### src/rtl/txq_pkg.sv
// Package: shared types and helpers for the serial transmit path.
// Assumes: data bytes are 8 bits and word lengths run from 5 to 8.
package txq_pkg;

    // Serializer phase within one character.
    typedef enum logic [2:0] {
        PH_IDLE,
        PH_START,
        PH_DATA,
        PH_PAR,
        PH_STOP
    } phase_t;

    // Character settings captured at load time.
    typedef struct packed {
        logic [1:0] wlen;
        logic       par_en;
        logic       par_even;
        logic       two_stop;
        logic       os8x;
    } frame_cfg_t;

    // Mask keeping the 5 + wlen low bits of a byte.
    function automatic logic [7:0] data_mask(input logic [1:0] wlen);
        return 8'hFF >> (3'd3 - {1'b0, wlen});
    endfunction

    // Parity bit for the masked data under the chosen sense.
    function automatic logic parity_of(input logic [7:0] d, input logic [1:0] wlen,
                                       input logic even);
        logic x;
        x = ^(d & data_mask(wlen));
        return even ? x : ~x;
    endfunction

endpackage

### src/rtl/txq_fifo.sv
// Module: holding storage for transmit bytes.
// Acts as a DEPTH-entry queue, or as a one-entry register when 'single' is 1.
// Assumes: flush has priority over push and pop. A push to full storage is dropped.
module txq_fifo #(
    parameter  int DEPTH = 64,
    parameter  int WIDTH = 8,
    localparam int AW    = (DEPTH > 1) ? $clog2(DEPTH) : 1,
    localparam int CW    = $clog2(DEPTH + 1)
) (
    input  logic             clk,
    input  logic             rst_n,
    input  logic             flush,
    input  logic             single,
    input  logic             push,
    input  logic [WIDTH-1:0] wdata,
    input  logic             pop,
    output logic [WIDTH-1:0] rdata,
    output logic [CW-1:0]    count,
    output logic             full
);

    logic [WIDTH-1:0] mem [DEPTH];
    logic [AW-1:0]    wp, rp;
    logic             wr_ok, rd_ok;

    // Fill limit depends on the selected mode.
    assign full  = single ? (count != '0) : (count == CW'(DEPTH));
    assign wr_ok = push & ~full & ~flush;
    assign rd_ok = pop & (count != '0) & ~flush;
    assign rdata = mem[rp];

    // Next pointer with explicit wrap for any depth.
    function automatic logic [AW-1:0] bump(input logic [AW-1:0] p);
        return (p == AW'(DEPTH - 1)) ? '0 : p + 1'b1;
    endfunction

    // Pointers and fill level.
    always_ff @(posedge clk) begin
        if (!rst_n || flush) begin
            wp    <= '0;
            rp    <= '0;
            count <= '0;
        end else begin
            if (wr_ok) wp <= bump(wp);
            if (rd_ok) rp <= bump(rp);
            if (wr_ok && !rd_ok)      count <= count + 1'b1;
            else if (rd_ok && !wr_ok) count <= count - 1'b1;
        end
    end

    // Storage array write.
    always_ff @(posedge clk) begin
        if (wr_ok) mem[wp] <= wdata;
    end

endmodule

### src/rtl/txq_shifter.sv
// Module: character serializer.
// Takes a byte when idle and one is available, then sends start, data (LSB first),
// optional parity and stop bits, each bit held for a tick-counted bit time.
// Assumes: tick is a single-cycle enable; settings are latched at load.
module txq_shifter
    import txq_pkg::*;
#(
    parameter  int OS_HI = 16,
    parameter  int OS_LO = 8,
    localparam int LW    = $clog2(2 * OS_HI + 1)
) (
    input  logic       clk,
    input  logic       rst_n,
    input  logic       tick,
    input  logic       avail,
    input  logic [7:0] din,
    input  frame_cfg_t cfg,
    output logic       take,
    output logic       busy,
    output logic       txd
);

    phase_t        phase;
    frame_cfg_t    cfg_q;
    logic [LW-1:0] cnt, bit_len, limit;
    logic [7:0]    sh;
    logic [2:0]    bitn;
    logic          par_q;
    logic          last_tick;

    assign take = (phase == PH_IDLE) & avail;
    assign busy = (phase != PH_IDLE);

    // Ticks in the current element; the stop element may be 1, 1.5 or 2 bit times.
    always_comb begin
        bit_len = cfg_q.os8x ? LW'(OS_LO) : LW'(OS_HI);
        limit   = bit_len;
        if (phase == PH_STOP && cfg_q.two_stop)
            limit = (cfg_q.wlen == 2'd0) ? bit_len + (bit_len >> 1) : bit_len << 1;
    end

    assign last_tick = tick & (cnt == limit - 1'b1);

    // Line level for each phase.
    always_comb begin
        unique case (phase)
            PH_START: txd = 1'b0;
            PH_DATA:  txd = sh[0];
            PH_PAR:   txd = par_q;
            default:  txd = 1'b1;
        endcase
    end

    // Phase sequencing, tick counting and data shifting.
    always_ff @(posedge clk) begin
        if (!rst_n) begin
            phase <= PH_IDLE;
            cnt   <= '0;
            sh    <= '0;
            bitn  <= '0;
            par_q <= 1'b0;
            cfg_q <= '0;
        end else if (phase == PH_IDLE) begin
            cnt <= '0;
            if (avail) begin
                phase <= PH_START;
                sh    <= din;
                cfg_q <= cfg;
                par_q <= parity_of(din, cfg.wlen, cfg.par_even);
            end
        end else if (tick) begin
            cnt <= last_tick ? '0 : cnt + 1'b1;
            if (last_tick) begin
                unique case (phase)
                    PH_START: begin
                        phase <= PH_DATA;
                        bitn  <= '0;
                    end
                    PH_DATA: begin
                        sh <= sh >> 1;
                        if (bitn == 3'd4 + {1'b0, cfg_q.wlen})
                            phase <= cfg_q.par_en ? PH_PAR : PH_STOP;
                        else
                            bitn <= bitn + 1'b1;
                    end
                    PH_PAR:  phase <= PH_STOP;
                    default: phase <= PH_IDLE;
                endcase
            end
        end
    end

endmodule

### src/rtl/txq_serializer.sv
// Module: top of the serial transmit path.
// Joins the holding storage and the serializer, derives the two empty flags
// and keeps the transmit-empty interrupt request.
// Assumes: isr_rd is asserted only for a status read that reports this interrupt
// as the top pending source.
module txq_serializer
    import txq_pkg::*;
#(
    parameter int DEPTH = 64,
    parameter int OS_HI = 16,
    parameter int OS_LO = 8
) (
    input  logic       clk,
    input  logic       rst_n,
    input  logic       os_tick,
    input  logic       wr_en,
    input  logic [7:0] wr_data,
    input  logic       fifo_en,
    input  logic       fifo_clr,
    input  logic [1:0] word_len,
    input  logic       two_stop,
    input  logic       par_en,
    input  logic       par_even,
    input  logic       os8x,
    input  logic       int_en,
    input  logic       isr_rd,
    output logic       txd,
    output logic       thr_empty,
    output logic       tsr_empty,
    output logic       tx_int
);

    localparam int FILL_W = $clog2(DEPTH + 1);

    logic [FILL_W-1:0] fill;
    logic [7:0]        head;
    logic              fifo_full, flush, take, busy;
    logic              fifo_en_q, thr_q, int_en_q, pend, set_req;
    frame_cfg_t        cfg;

    assign flush = fifo_clr | (fifo_en ^ fifo_en_q);
    assign cfg   = '{wlen: word_len, par_en: par_en, par_even: par_even,
                     two_stop: two_stop, os8x: os8x};

    txq_fifo #(.DEPTH(DEPTH), .WIDTH(8)) u_hold (
        .clk    (clk),
        .rst_n  (rst_n),
        .flush  (flush),
        .single (~fifo_en),
        .push   (wr_en),
        .wdata  (wr_data),
        .pop    (take),
        .rdata  (head),
        .count  (fill),
        .full   (fifo_full)
    );

    txq_shifter #(.OS_HI(OS_HI), .OS_LO(OS_LO)) u_ser (
        .clk   (clk),
        .rst_n (rst_n),
        .tick  (os_tick),
        .avail ((fill != '0) & ~flush),
        .din   (head),
        .cfg   (cfg),
        .take  (take),
        .busy  (busy),
        .txd   (txd)
    );

    assign thr_empty = (fill == '0);
    assign tsr_empty = thr_empty & ~busy;
    assign set_req   = (thr_empty & ~thr_q) | (int_en & ~int_en_q & thr_empty);
    assign tx_int    = pend & int_en;

    // Mode history, edge history and the interrupt request latch.
    always_ff @(posedge clk) begin
        if (!rst_n) begin
            fifo_en_q <= 1'b0;
            thr_q     <= 1'b1;
            int_en_q  <= 1'b0;
            pend      <= 1'b0;
        end else begin
            fifo_en_q <= fifo_en;
            thr_q     <= thr_empty;
            int_en_q  <= int_en;
            if (wr_en && !flush) pend <= 1'b0;
            else if (set_req)    pend <= 1'b1;
            else if (isr_rd)     pend <= 1'b0;
        end
    end

endmodule

### config.mk
export PLATFORM = sky130hd
export DESIGN_NAME = txq_serializer
export DESIGN_NICKNAME = d
export VERILOG_FILES = /design/src/rtl/txq_pkg.sv /design/src/rtl/txq_fifo.sv /design/src/rtl/txq_shifter.sv /design/src/rtl/txq_serializer.sv
export SDC_FILE = /design/constraint.sdc
export NUM_CORES = 1
export LEC_CHECK = 0
export ABC_AREA = 1
export BUFFER_PORTS_ARGS = -buffer_cell sky130_fd_sc_hd__buf_2
export CORE_ASPECT_RATIO = 0.6
export CORE_MARGIN = 2
export CORE_UTILIZATION = 45
export DETAILED_ROUTE_END_ITERATION = 10
export SYNTH_ARGS = -nofsm -noshare
export SYNTH_HDL_FRONTEND = slang
export SYNTH_SLANG_ARGS = --single-unit
### constraint.sdc
create_clock -name clk -period 3.64 [get_ports clk]
set_input_delay 0.546 -clock clk [delete_from_list [all_inputs] [get_ports clk]]
set_output_delay 0.546 -clock clk [all_outputs]
set_load 0.02 [all_outputs]
==> qor.yml <==
outcome:
  outcome: "finished, final reports clean"
drt:
  drc: 0
  final_antenna_net_count: 0
  routed_via_density: 5.35
  initialDrtViolationCount: 1775
  finalWirelength_mm: 59.7
  wl_per_cell_um: 19.9
  drt_first_pass_iters: 6
  vias: 16048
layout:
  final_cell_count_no_fill: 3002
  fillers: 4641
  antenna_cells: 0
  drive_gt1_share_pct: 10.7
  mostFrequentLayoutCell: "nand2_1"
  finalInstanceArea_mm2: 0.0267
  syn_to_final_growth_pct: 12.5
  final_cell_mix: "nand2_1, edfxtp_1, nand3_1"
  nets: 2297
timing:
  slew_violations: 0
  setup_viol: 0
  hold_viol: 0
  fin_skew_ns: 0.0141
  fin_tns_setup_ns: 0
  maxSlewHeadroom_pct: 24.5
  worst_slew_pin_slew_ns: 1.13
  fmax_mhz: 309
  rsz0062_at_grt: "no"
  period_needed_ns: 3.23
  period_share_pct: 88.9
clocking:
  htree_levels: 2
  cts_hold_buffers: 0
  clk_pin_slew_worst_paths_ns: 0.07
  post_cts_buffers: 0
  cts_inserted_buffers: 51
  cts_tree: "built"
  clockRootBuffer: "clkbuf_16"
  insertion_delay_ns: 0.58
  cts.sinks: 567
  clk_path_buf_depth: 3
synth:
  synthTopCellsByArea: "edfxtp_1, nand2_1, nand3_1"
  synth_nets: 2228
  synth_top_area_share_pct: 64.8
  synth.avg_cell_area_um2: 10.8
  synth_top_area_cell: "edfxtp_1"
  syn_area_mm2: 0.0237
  ys_seq_area_share_pct: 69.4
  ys_ff_latch: 567
  postSynthCellCount: 2190
  synth.distinct_cells: 43
  yosysWarnings: 0
setup_path:
  cp.required_ns: 4.12
  worstPathArrival_ns: 3.71
  path_common_cell: "nand2_1"
  crit_path_end_kind: "flip-flop"
  cp_top_family: "simple AND/OR/NAND/NOR gates"
  startpoint_type: "flip-flop"
  cp_num_buf_inv: 5
  path_max_fanout: 7
  slowest_delay_ns: 0.36
  path_class: "flip-flop to flip-flop"
  path_cells: "nor4_2, nand3_1, nor2_2, inv_1, nand2_1, nand2_1, inv_2, ha_1, inv_1, ha_1, a21oi_1, inv_1, a31oi_2, nor2_1, o21ai_0, nand2_1, nand2_1, nand2_1, o221ai_1, inv_1"
  crit_path_top_delay_cell: "dfxtp_1"
floorplan:
  core-area_mm2: 0.0523
  die_w_um: 300
  start_util_pct: 45.4
  fp.dieH_um: 182
  rows: 65
  dieArea_mm2: 0.0546
  ioPinCount: 26
global_routing:
  grt.overflow.total: 0
  first_global_vias: 15237
  grt_max_degree: 137
  antenna_found_initial: 0
  grt_pass1_wl_mm: 92.5
  grt_usage_pct: 22.1
pwr:
  powerDensity_mw_per_mm2: 481
  irDropWorstVdd_uv: 398
  p_leak_uw: 0.00973
worst_hold_path:
  holdCritPathClass: "primary input to flip-flop"
placement:
  placed_cell_area_mm2: 0.0251
  place.gp.congestion: 0.885
  placedCellCount: 2909
  dp_hpwl_mm: 36.4
  io_buffers: 25
flow_run:
  maxCapViolations: 0
sequential cells by signal, indices dropped and copies added (netlist names), named ones only:
signal,cells
pend,1
u_hold.count,7
u_ser.sh,8
fifo_en_q,1
thr_q,1
int_en_q,1
u_ser.cfg_q,5
u_ser.phase,3
u_ser.par_q,1
u_hold.mem,512
u_ser.cnt,6
u_hold.wp,6
u_hold.rp,6
u_ser.bitn,3
metal layers:
metal	global-route usage, %	wire length [um]
met3	4.46	4900
met4	4.10	939
met2	31.1	24600
met1	35.3	29300
met5	0	0
cells in the mapped netlist:
cell type / count
xor2_2: 1
nand3_1: 459
edfxtp_1: 512
clkinv_1: 2
inv_1: 53
nor2_2: 4
nand4_4: 1
nand2_2: 6
o21ai_1: 1
o21ai_4: 1
a21oi_1: 40
mux2i_1: 1
a31oi_1: 2
nor3_2: 1
o21ai_0: 23
buf_6: 1
nor4_1: 1
o21a_1: 1
clkbuf_1: 34
inv_2: 9
buf_1: 18
fa_1: 1
buf_2: 63
xnor2_1: 5
o221ai_1: 1
dfxtp_1: 55
or2_2: 2
or2_1: 1
nand2_1: 717
and2_1: 1
a211oi_1: 3
xnor2_2: 1
o211ai_1: 2
nand3b_1: 1
a21oi_2: 3
ha_1: 15
nor2_4: 3
o21ai_2: 2
nor2_1: 123
nor3_1: 8
nor3b_1: 2
xor2_1: 7
nand4_1: 3
final timing paths:
| kind | startpoint | to | slack, ns | cells after the start |
|---|---|---|---|---|
| worst min register to register | u_ser.sh[7] | u_ser.sh[7] | 0.47 | 2 |
| worst max-delay path | u_hold.count[2] | u_hold.count[5] | 0.41 | 20 |
| worst max register to register | u_hold.count[2] | u_hold.count[5] | 0.41 | 20 |
| worst min-delay path | fifo_en | fifo_en_q | 0.17 | 3 |
kinds of logic (layout without fill, tap and decap cells):
logic type | after synthesis | count (layout) | share of synthesized area (%)
and+or+nand+nor | 1333 | 1333 | 24.0
AOI/OAI and AO/OA | 79 | 79 | 1.88
xor gates and xnor gates | 14 | 14 | 0.580
muxes | 1 | 1 | 0.0422
DFF | 567 | 567 | 69.4
adders and majority gates | 16 | 16 | 0.875
buffers and inverters | 180 | 289 | 3.21
timing repair:
action	in CTS	in global routing
setup endpoints to repair	0	2
resized for setup	0	4
endpoints found under the hold margin	0	0
worst reg2reg max path: cells and delay by family, from the launching register on:
kind / cells / cell delay, ns
and+or+nand+nor: 9 / 1.07
buffers and inverters: 5 / 0.50
AOI/OAI and AO/OA: 4 / 0.64
DFF: 1 / 0.36
adders and majority gates: 2 / 0.57
area by class of cell:
type / count / area, um2 / share of cell area, %
Sequential cell: 567 / 16500 / 61.7
Tap cell: 703 / 880 / 3.29
Multi-Input combinational cell: 1443 / 6510 / 24.4
Clock buffer: 63 / 1360 / 5.11
Clock inverter: 30 / 173 / 0.647
Timing Repair Buffer: 132 / 1040 / 3.90
Inverter: 64 / 248 / 0.928
power by group:
| part | switching, uW | leakage, uW | internal [uW] |
|---|---|---|---|
| clock | 2380 | 0.000752 | 2720 |
| sequential | 28.2 | 0.00505 | 7110 |
| combinational | 442 | 0.00393 | 159 |
per-stage QoR:
| step | hold slack, ns | utilization [%] | worst slack [ns] | power, uW |
|---|---|---|---|---|
| floorplan | 0.439 | - | 0.397 | 7620 |
| global placement | 0.454 | 48.1 | 0.321 | 7860 |
| detailed placement | 0.454 | 48.1 | 0.288 | 7880 |
| CTS | 0.154 | 51.0 | 0.277 | 12900 |
| global route | 0.181 | 51.1 | 0.0131 | 13200 |
| finish | 0.174 | 51.1 | 0.406 | 12800 |
Note: power is estimated with default switching activity, not from simulation.
